## src/rtl/hdir_pkg.sv

```systemverilog
package hdir_pkg;
  typedef enum logic [2:0] {
    REQ_RD  = 3'd0,
    REQ_RDX = 3'd1,
    REQ_SWB = 3'd2,
    REQ_OWN = 3'd3,
    REQ_DWB = 3'd4
  } req_e;

  typedef enum logic [1:0] {
    RPY_DATA    = 2'd0,
    RPY_DATA_EX = 2'd1,
    RPY_NAK     = 2'd2
  } rpy_e;

  typedef enum logic [1:0] {
    FWD_RD  = 2'd0,
    FWD_RDX = 2'd1,
    FWD_INV = 2'd2
  } fwd_e;

  typedef enum logic [2:0] {
    S_IDLE,
    S_CHK,
    S_INV,
    S_RPY,
    S_FWD
  } st_e;
endpackage

```

## src/rtl/hdir_pick.sv

```systemverilog
module hdir_pick #(
  parameter int N  = 16,
  localparam int IW = $clog2(N)
) (
  input  logic [N-1:0]  vec_i,
  output logic [IW-1:0] idx_o,
  output logic          any_o
);
  always_comb begin
    idx_o = '0;
    for (int i = N - 1; i >= 0; i--) begin
      if (vec_i[i]) idx_o = IW'(i);
    end
  end
  assign any_o = |vec_i;
endmodule

```

## src/rtl/hdir_mem.sv

```systemverilog
module hdir_mem #(
  parameter int N_CL    = 16,
  parameter int N_LINES = 64,
  localparam int LW = $clog2(N_LINES),
  localparam int BW = N_CL + 2
) (
  input  logic          clk_i,
  input  logic          rst_ni,
  input  logic [LW-1:0] rd_line_i,
  output logic [BW-1:0] rd_bits_o,
  output logic          rd_err_o,
  input  logic          wr_en_i,
  input  logic [LW-1:0] wr_line_i,
  input  logic [BW-1:0] wr_bits_i
);
  // entry: {parity, busy, dirty, presence}
  logic [BW:0] mem_q [N_LINES];

  always_ff @(posedge clk_i or negedge rst_ni) begin
    if (!rst_ni) begin
      for (int i = 0; i < N_LINES; i++) mem_q[i] <= '0;
    end else if (wr_en_i) begin
      mem_q[wr_line_i] <= {^wr_bits_i, wr_bits_i};
    end
  end

  assign rd_bits_o = mem_q[rd_line_i][BW-1:0];
  assign rd_err_o  = ^mem_q[rd_line_i];

  a_r8_wr_parity: assert property (@(posedge clk_i) disable iff (!rst_ni)
    wr_en_i |=> !(^mem_q[$past(wr_line_i)]));
endmodule

```

## src/rtl/hdir_ctrl.sv

```systemverilog
module hdir_ctrl
  import hdir_pkg::*;
#(
  parameter int N_CL    = 16,
  parameter int N_LINES = 64,
  localparam int CW = $clog2(N_CL),
  localparam int LW = $clog2(N_LINES),
  localparam int BW = N_CL + 2
) (
  input  logic          clk_i,
  input  logic          rst_ni,
  input  logic          req_valid_i,
  output logic          req_ready_o,
  input  logic [2:0]    req_type_i,
  input  logic [CW-1:0] req_src_i,
  input  logic [CW-1:0] req_aux_i,
  input  logic [LW-1:0] req_line_i,
  output logic          rpy_valid_o,
  input  logic          rpy_ready_i,
  output logic [1:0]    rpy_type_o,
  output logic [CW-1:0] rpy_dst_o,
  output logic [LW-1:0] rpy_line_o,
  output logic [CW-1:0] rpy_cnt_o,
  output logic          fwd_valid_o,
  input  logic          fwd_ready_i,
  output logic [1:0]    fwd_type_o,
  output logic [CW-1:0] fwd_dst_o,
  output logic [CW-1:0] fwd_req_o,
  output logic [LW-1:0] fwd_line_o,
  output logic          par_err_o,
  output logic [LW-1:0] err_line_o
);
  st_e            st_q, nxt_st;
  req_e           r_type_q;
  logic [CW-1:0]  r_src_q, r_aux_q, own_q, cnt_q, nxt_cnt;
  logic [LW-1:0]  r_line_q, err_line_q;
  logic           e_busy_q, e_dirty_q, e_err_q, err_q;
  logic [N_CL-1:0] e_pres_q, inv_q, nxt_inv;
  rpy_e           rpy_type_q, nxt_rpy;
  fwd_e           fwd_type_q, nxt_fwd;

  logic [BW-1:0]  rd_bits, nxt_bits;
  logic           rd_err;
  logic [CW-1:0]  own_idx, inv_idx;
  logic           own_any, inv_any;
  logic [N_CL-1:0] inv_bit;

  hdir_mem #(.N_CL(N_CL), .N_LINES(N_LINES)) u_mem (
    .clk_i, .rst_ni,
    .rd_line_i (req_line_i),
    .rd_bits_o (rd_bits),
    .rd_err_o  (rd_err),
    .wr_en_i   (st_q == S_CHK),
    .wr_line_i (r_line_q),
    .wr_bits_i (nxt_bits)
  );

  hdir_pick #(.N(N_CL)) u_own (.vec_i(e_pres_q), .idx_o(own_idx), .any_o(own_any));
  hdir_pick #(.N(N_CL)) u_inv (.vec_i(inv_q),    .idx_o(inv_idx), .any_o(inv_any));

  assign inv_bit = N_CL'(1) << inv_idx;

  function automatic logic [CW-1:0] pop(input logic [N_CL-1:0] v);
    logic [CW:0] c;
    c = '0;
    for (int i = 0; i < N_CL; i++) c = c + (CW+1)'(v[i]);
    return c[CW-1:0];
  endfunction

  // decision for the latched request and entry
  always_comb begin
    logic [N_CL-1:0] src_oh, aux_oh, others;
    src_oh   = N_CL'(1) << r_src_q;
    aux_oh   = N_CL'(1) << r_aux_q;
    others   = e_pres_q & ~src_oh;
    nxt_bits = {e_busy_q, e_dirty_q, e_pres_q};
    nxt_st   = S_IDLE;
    nxt_rpy  = RPY_NAK;
    nxt_fwd  = FWD_RD;
    nxt_inv  = '0;
    nxt_cnt  = '0;
    if (e_err_q) begin
      nxt_bits = '0;
      nxt_st   = S_RPY;
    end else begin
      unique case (r_type_q)
        REQ_RD, REQ_RDX: begin
          if (e_busy_q) begin
            nxt_st = S_RPY;
          end else if (e_dirty_q) begin
            nxt_bits[BW-1] = 1'b1;
            nxt_fwd = (r_type_q == REQ_RD) ? FWD_RD : FWD_RDX;
            nxt_st  = S_FWD;
          end else if (r_type_q == REQ_RD) begin
            nxt_bits = {2'b00, e_pres_q | src_oh};
            nxt_rpy  = RPY_DATA;
            nxt_st   = S_RPY;
          end else begin
            nxt_bits = {2'b01, src_oh};
            nxt_rpy  = RPY_DATA_EX;
            nxt_inv  = others;
            nxt_cnt  = pop(others);
            nxt_st   = (others != '0) ? S_INV : S_RPY;
          end
        end
        REQ_SWB: nxt_bits = {2'b00, src_oh | aux_oh};
        REQ_OWN: nxt_bits = {2'b01, aux_oh};
        REQ_DWB: nxt_bits = '0;
        default: nxt_bits = {e_busy_q, e_dirty_q, e_pres_q};
      endcase
    end
  end

  always_ff @(posedge clk_i or negedge rst_ni) begin
    if (!rst_ni) begin
      st_q <= S_IDLE;      r_type_q <= REQ_RD;
      r_src_q <= '0;       r_aux_q <= '0;      r_line_q <= '0;
      e_busy_q <= 1'b0;    e_dirty_q <= 1'b0;  e_pres_q <= '0;  e_err_q <= 1'b0;
      own_q <= '0;         cnt_q <= '0;        inv_q <= '0;
      rpy_type_q <= RPY_DATA; fwd_type_q <= FWD_RD;
      err_q <= 1'b0;       err_line_q <= '0;
    end else begin
      unique case (st_q)
        S_IDLE: if (req_valid_i) begin
          r_type_q <= req_e'(req_type_i);
          r_src_q  <= req_src_i;
          r_aux_q  <= req_aux_i;
          r_line_q <= req_line_i;
          {e_busy_q, e_dirty_q, e_pres_q} <= rd_bits;
          e_err_q  <= rd_err;
          st_q     <= S_CHK;
        end
        S_CHK: begin
          st_q       <= nxt_st;
          rpy_type_q <= nxt_rpy;
          fwd_type_q <= nxt_fwd;
          own_q      <= own_idx;
          inv_q      <= nxt_inv;
          cnt_q      <= nxt_cnt;
          if (e_err_q && !err_q) begin
            err_q      <= 1'b1;
            err_line_q <= r_line_q;
          end
        end
        S_INV: if (fwd_ready_i) begin
          inv_q <= inv_q & ~inv_bit;
          if ((inv_q & ~inv_bit) == '0) st_q <= S_RPY;
        end
        S_RPY: if (rpy_ready_i) st_q <= S_IDLE;
        S_FWD: if (fwd_ready_i) st_q <= S_IDLE;
        default: st_q <= S_IDLE;
      endcase
    end
  end

  assign req_ready_o = (st_q == S_IDLE);
  assign rpy_valid_o = (st_q == S_RPY);
  assign rpy_type_o  = rpy_type_q;
  assign rpy_dst_o   = r_src_q;
  assign rpy_line_o  = r_line_q;
  assign rpy_cnt_o   = cnt_q;
  assign fwd_valid_o = (st_q == S_INV) || (st_q == S_FWD);
  assign fwd_type_o  = (st_q == S_INV) ? FWD_INV : fwd_type_q;
  assign fwd_dst_o   = (st_q == S_INV) ? inv_idx : own_q;
  assign fwd_req_o   = r_src_q;
  assign fwd_line_o  = r_line_q;
  assign par_err_o   = err_q;
  assign err_line_o  = err_line_q;

  a_r9_rpy_hold: assert property (@(posedge clk_i) disable iff (!rst_ni)
    rpy_valid_o && !rpy_ready_i |=> rpy_valid_o &&
      $stable({rpy_type_o, rpy_dst_o, rpy_line_o, rpy_cnt_o}));
  a_r9_fwd_hold: assert property (@(posedge clk_i) disable iff (!rst_ni)
    fwd_valid_o && !fwd_ready_i |=> fwd_valid_o &&
      $stable({fwd_type_o, fwd_dst_o, fwd_req_o, fwd_line_o}));
  a_r8_err_sticky: assert property (@(posedge clk_i) disable iff (!rst_ni)
    par_err_o |=> par_err_o && $stable(err_line_o));
  a_r4_inv_not_req: assert property (@(posedge clk_i) disable iff (!rst_ni)
    fwd_valid_o && fwd_type_o == FWD_INV |-> fwd_dst_o != fwd_req_o && inv_any);
  a_r10_wb_silent: assert property (@(posedge clk_i) disable iff (!rst_ni)
    st_q == S_CHK && !e_err_q && r_type_q inside {REQ_SWB, REQ_OWN, REQ_DWB}
      |=> req_ready_o);
  a_r3_fwd_has_owner: assert property (@(posedge clk_i) disable iff (!rst_ni)
    st_q == S_CHK && nxt_st == S_FWD |-> own_any && $countones(e_pres_q) == 1);
endmodule

```

## config.mk

```make
export PLATFORM = sky130hd
export DESIGN_NAME = hdir_ctrl
export DESIGN_NICKNAME = d
export VERILOG_FILES = /design/src/rtl/hdir_pkg.sv /design/src/rtl/hdir_pick.sv /design/src/rtl/hdir_mem.sv /design/src/rtl/hdir_ctrl.sv
export SDC_FILE = /design/constraint.sdc
export NUM_CORES = 2
export LEC_CHECK = 0
export BUFFER_PORTS_ARGS = -buffer_cell sky130_fd_sc_hd__buf_2
export CELL_PAD_IN_SITES_DETAIL_PLACEMENT = 0
export CELL_PAD_IN_SITES_GLOBAL_PLACEMENT = 1
export CORE_MARGIN = 2
export CORE_UTILIZATION = 46
export CTS_CLUSTER_DIAMETER = 50
export DETAILED_ROUTE_END_ITERATION = 10
export PLACE_DENSITY = 0.73
export SLEW_MARGIN = 20
export SYNTH_ARGS = -nofsm -noshare
export SYNTH_HDL_FRONTEND = slang
export SYNTH_SLANG_ARGS = --single-unit
```

## constraint.sdc

```tcl
create_clock -name clk_i -period 4.2 [get_ports clk_i]
set_input_delay 0.42 -clock clk_i [delete_from_list [all_inputs] [get_ports clk_i]]
set_output_delay 0.42 -clock clk_i [all_outputs]
set_load 0.01 [all_outputs]
```

# --- Yosys cells after proc, flatten, opt, wreduce, memory -nomap -nowiden ---
# Cells that the tools add are included.
word_totals:
  in_bits: 22
  regBits: 1290
  output_inout_bits: 42
op_classes:
  n_reduce_logical: 16
  n_bitwise: 8
  n_eq_ne: 13
  shifts: 3
  mux: 79
  add_sub_neg: 15
  magnitude_cmp: 3
op_table:
  columns: ["cell", "n"]
  rows:
  - ["1216-bit bitwise mux", 1]
  - ["4-bit 2-to-1 mux", 38]
  - ["19-bit binary-select mux with 6-bit select", 1]
  - ["19-bit demux with 6-bit select", 1]
  - ["16-bit 2-to-1 mux", 6]
  - ["18-bit case mux with 4 select lines", 1]
  - ["19-bit 2-to-1 mux", 3]
  - ["4-bit by 1-bit adder with 4-bit output", 12]
  - ["1-bit by 4-bit << shifter with 16-bit output, first input constant", 3]
  - ["18-bit 2-to-1 mux", 2]
  - ["17-bit 2-to-1 mux", 2]
  - ["16-bit AND", 2]
  - ["16-bit NOT", 2]
  - ["16-bit bitwise OR", 2]
  - ["16-bit case mux with 2 select lines", 1]
  - ["3-bit 2-to-1 mux", 9]
  - ["19-bit XOR reduction", 1]
  - ["18-bit XOR reduction", 1]
  - ["16-bit logical NOT", 1]
  - ["16-bit nonzero test", 1]
  - ["3-bit case mux with 5 select lines", 1]
  - ["7-bit greater-or-equal comparator, second input constant", 2]
  - ["6-bit NOT with 7-bit output", 2]
  - ["3-bit by 2-bit equality test with 1-bit output, second input constant", 4]
  - ["other kinds (18)", 38]

# --- Longest topological paths before layout ---
depth:
  word_depth: 23
  ltp_mapped: 16
  depth_no_buf: 15

# --- Modules after synthesis ---
# From an unflattened synthesis, not the netlist that was laid out.
unflattened:
  cells_unflattened: 4121
  hier_area_um2: 60230.3
by_module_without_submodules:
  columns: ["module", "seq_area_each_um2", "area_per_inst_um2", "instances", "cells_per_inst"]
  rows:
  - ["hdir_mem", 30429.2, 55365.6, 1, 3564]
  - ["hdir_ctrl", 1826.8, 4511.8, 1, 489]
  - ["hdir_pick", 0.0, 176.4, 2, 34]

# --- Worst setup path before layout ---
# Ideal clock, no wire load.
synth_timing:
  path_type: "reg2reg"
  from: "register r_src_q[3] (netlist: fwd_req_o[3])"
  to: "register cnt_q[2] (netlist: rpy_cnt_o[2])"
  path_buffers: 1
  required_time_ns: 4.105
  path_stages_with_launch: 15
  setup_ns: 0.095
  t_arrival_ns: 4.290
  setup_slack_ns: -0.185
  path_cell_list: "dfrtp_1 -> clkbuf_1 -> or2_2 -> o21ai_0 -> inv_1 -> fa_1 -> inv_1 -> fa_1 -> fa_1 -> fa_1 -> inv_1 -> ha_1 -> fa_1 -> xnor2_1 -> o31ai_1"
synth_via:
  elab_chain_len: 23
synth_lines:
  columns: ["item", "line_no", "text"]
  rows:
  - ["start: declaration", "hdir_ctrl.sv:35", "logic [CW-1:0] r_src_q, r_aux_q, own_q, cnt_q, nxt_cnt;"]
  - ["start signal: assignment", "hdir_ctrl.sv:126", "r_src_q <= req_src_i;"]
  - ["1-bit by 4-bit << shifter with 16-bit output *", "hdir_ctrl.sv:73", "src_oh = N_CL'(1) << r_src_q;"]
  - ["16-bit NOT *", "hdir_ctrl.sv:75", "others = e_pres_q & ~src_oh;"]
  - ["16-bit AND *", "hdir_ctrl.sv:75", null]
  - ["1-bit by 1-bit adder with 2-bit output", "hdir_ctrl.sv:66", "for (int i = 0; i < N_CL; i++) c = c + (CW+1)'(v[i]);"]
  - ["2-bit by 1-bit adder with 3-bit output", "hdir_ctrl.sv:66", null]
  - ["3-bit by 1-bit adder with 4-bit output", "hdir_ctrl.sv:66", null]
  - ["4-bit by 1-bit adder with 4-bit output (11 in series)", "hdir_ctrl.sv:66", null]
  - ["4-bit by 1-bit adder with 4-bit output *", "hdir_ctrl.sv:66", null]
  - ["4-bit 2-to-1 mux *", "hdir_ctrl.sv:94", "end else if (r_type_q == REQ_RD) begin"]
  - ["4-bit 2-to-1 mux *", "hdir_ctrl.sv:90", "end else if (e_dirty_q) begin"]
  - ["4-bit 2-to-1 mux *", "hdir_ctrl.sv:88", "if (e_busy_q) begin"]
  - ["4-bit 2-to-1 mux *", "hdir_ctrl.sv:86", "unique case (r_type_q)"]
  - ["4-bit 2-to-1 mux *", "hdir_ctrl.sv:82", "if (e_err_q) begin"]
  - ["end signal: assignment", "hdir_ctrl.sv:139", "cnt_q <= nxt_cnt;"]
  - ["end: declaration", "hdir_ctrl.sv:35", null]
# Mark *: on every way between the ends. The rest lies on a longest branch, timed or not.
# A chain may end at the register's enable or synchronous reset.

# --- Final worst setup path ---
# Same ends and word-level chain as after synthesis.

==> flow_summary.ini <==
[clock_tree]
clk_pin_slew_ns = 0.06
clock_latency_ns = 0.78
numClockSinks = 1289
cts_tree = built
cts-root-buf = clkbuf_16
cts_max_path_buffers = 3
htree_levels = 4
cts-buffers-inserted = 146

[global_route]
grt_pass1_vias = 39704
grt_pass1_wl_um = 258000
gr-usage-all-layers_pct = 26.8
globalRouteOverflowTotal = 0
antenna_found_initial = 1
grt_max_degree = 137

[worst_setup_path]
end_kind = flip-flop
crit_cells = 12
cpPeakStageDelay_ns = 0.55
r2r_setup_slack_ns = 0.13
critPathMostFrequentCell = fa_1
timing.rr.start = fwd_req_o[3]$_DFFE_PN0P_
critPathCapture = rpy_cnt_o[2]$_DFFE_PN0P_
crit_buf_inv = 2
cp-startpoint = fwd_req_o[3]$_DFFE_PN0P_
cp-start-kind = flip-flop
worstReg2RegEnd = rpy_cnt_o[2]$_DFFE_PN0P_
crit_slowest_cell = fa_1
crit_type = reg -> reg
cpLargestDelayFamily = adder cells
crit_arrival_ns = 4.76
rr_worst_depth = 12
cp_data_required_time_ns = 4.89
path_max_fanout = 8
crit_chain = or2_4, o21a_1, fa_1, inv_1, fa_1, fa_1, fa_1, inv_1, ha_2, fa_2, xnor2_1, o31ai_1

[synth]
synth_most_common_cell = nand2_1
synth_top_area_share_pct = 55.8
ys_seq_area_share_pct = 55.8
avgSynthCellArea_um2 = 10.9
synth-seq-cells = 1289
async_reset_ff_share_pct = 100
synthCells = 5288
synthDistinctLibCells = 60
syn-num-nets = 5325
netlist_top_cells_count = nand2_1, dfrtp_1, o21ai_0, clkbuf_1, mux4_2
synth_warnings = 0
netlist_top_cells_area = dfrtp_1, mux4_2, o21ai_0
synth.cell_area_um2 = 57800
yosysTopAreaCell = dfrtp_1
synth-main-ff-cell = dfrtp_1
synth_edf_count = 0

[place]
numPortBuffers = 63
postPlaceCellArea_um2 = 60400
post-place-ws_ns = -0.0256
place_inst = 6704
routabilityCongestion = 0.909
dp_hpwl_um = 101000

[sta]
rsz0062_at_grt = true
max_freq_mhz = 246
finalSetupViolCount = 0
worst_slack_ns = 0.128
final_max_slew_viol_count = 0
worst_pin_slew_ns = 1.01
hold_viol = 0
finalClockSkew_ns = 0.0273
setup_tns_ns = 0
min_period_ns = 4.07
fin_crit_sh_pct = 96.9
slew_headroom_pct = 32.1

[route]
wl_per_cell_um = 23.8
drtAntennaViolNets = 0
route.detailed.drc = 0
drtPass1Iterations = 5
first_iter_violations = 3601
route.vias.total = 39868
via_per_inst = 5.70
finalWirelength_um = 167000

[floorplanning]
io_pins = 64
die_h_um = 359
dieArea_um2 = 129000
rows = 130
die_x_um = 359
start_util_pct = 46.2
core_area_um2 = 125000

[outcome]
status = finished clean

[power_and_ir_drop]
power_density_nw_per_um2 = 566
vdd_drop_max_mv = 1.01
p_leak_nw = 28.5

[hold_path]
min_path_type = in -> reg

[finish]
synthToLayoutAreaGrowth_pct = 13.5
layout.cells.non_filler = 6995
seq_area_um2 = 32300
post-route-util_pct = 52.4
multi_input_area_um2 = 23300
fillers = 10997
drive_gt1_share_pct = 18.7
fin_area_um2 = 65600
nets = 5256

[job]
cap_violations = 0
cell type report:
type / count / share of cell area [%]
clock inverters: 67 / 1.21
clock buffers: 204 / 6.47
repair buffers: 319 / 4.36
well taps: 1650 / 3.15
multi-input cells: 3429 / 35.4
diodes: 3 / 0.0114
inverters: 34 / 0.194
flip-flops and latches: 1289 / 49.2
per-layer routing:
layer	track usage (%)	share of wire, %
met5	0	0
met2	42.6	47
met1	38.2	45
met3	4.44	5.5
met4	7.81	2.6
cells by family after synthesis:
kind of cell	Yosys count	share of synthesized area (%)
compound gates	1416	13.0
xor+xnor	34	0.600
fa+ha+maj	15	0.454
buf+inv	570	4.11
flops	1289	55.8
mux	433	15.6
simple gates	1531	10.4
worst reg2reg max path: stages (launching register included):
cell and delay (ns):
dfrtp_2 0.45, or2_4 0.29, o21a_1 0.21, fa_1 0.55
inv_1 0.05, fa_1 0.47, fa_1 0.51, fa_1 0.52
inv_1 0.05, ha_2 0.19, fa_2 0.36, xnor2_1 0.13
o31ai_1 0.21
report_power, final:
group,switching [W],total [W],internal (W)
clock network,0.00538,0.0132,0.00787
logic,0.00555,0.00855,0.00300
registers,0.00118,0.0153,0.0141
repair_timing:
| item | CTS | global route |
|---|---|---|
| buffers inserted | 0 | 3 |
| setup endpoints to repair | 2 | 3 |
| resized for setup | 1 | 16 |
| endpoints found under the hold margin | 120 | 0 |
| pin swaps | 0 | 9 |
| hold buffers | 14 | 0 |
worst min-delay path by stage:
stage	start	end	slack, ns	cells after the start
floorplan	rst_ni	e_busy_q$_DFFE_PN0P_	0.12	0
global placement	u_mem.mem_q[1082]$_DFFE_PN0P_	u_mem.mem_q[1082]$_DFFE_PN0P_	0.45	2
detailed placement	u_mem.mem_q[360]$_DFFE_PN0P_	u_mem.mem_q[360]$_DFFE_PN0P_	0.46	2
CTS	req_valid_i	st_q[0]$_DFFE_PN0P_	0.11	5
global route	req_valid_i	st_q[0]$_DFFE_PN0P_	0.18	5
finish	req_valid_i	st_q[0]$_DFFE_PN0P_	0.15	5
sequential cells by signal, summed over array words and instances, names as in the netlist:
register     cells
e_busy_q         1
r_type_q         3
rpy_type_o       2
fwd_type_q       1
rpy_cnt_o        4
r_aux_q          4
fwd_req_o        4
e_pres_q        16
err_line_o       6
u_mem.mem_q   1216
e_err_q          1
inv_q           16
e_dirty_q        1
par_err_o        1
st_q             3
fwd_line_o       6
own_q            4
layout by cell type (no fill, tap or decap), drive strengths merged, types with 23 or more instances in the layout:
| master | synthesis | routed |
|---|---|---|
| nand2 | 1350 | 1350 |
| dfrtp | 1289 | 1289 |
| o21ai | 1220 | 1220 |
| mux4 | 372 | 372 |
| buf | 97 | 305 |
| clkbuf | 439 | 204 |
| o31ai | 74 | 74 |
| nor2 | 58 | 58 |
| inv | 34 | 48 |
| a21oi | 47 | 47 |
| mux2 | 38 | 38 |
| clkinv | 0 | 35 |
| mux2i | 23 | 23 |
per-stage QoR:
step	hold WS (ns)	power (W)
finish	0.151	0.0371
global route	0.179	0.0389
CTS	0.106	0.0372
detailed placement	0.461	0.0239
global placement	0.454	0.0238
floorplan	0.124	0.0205
No activity file was read; power rests on OpenSTA's default activity.
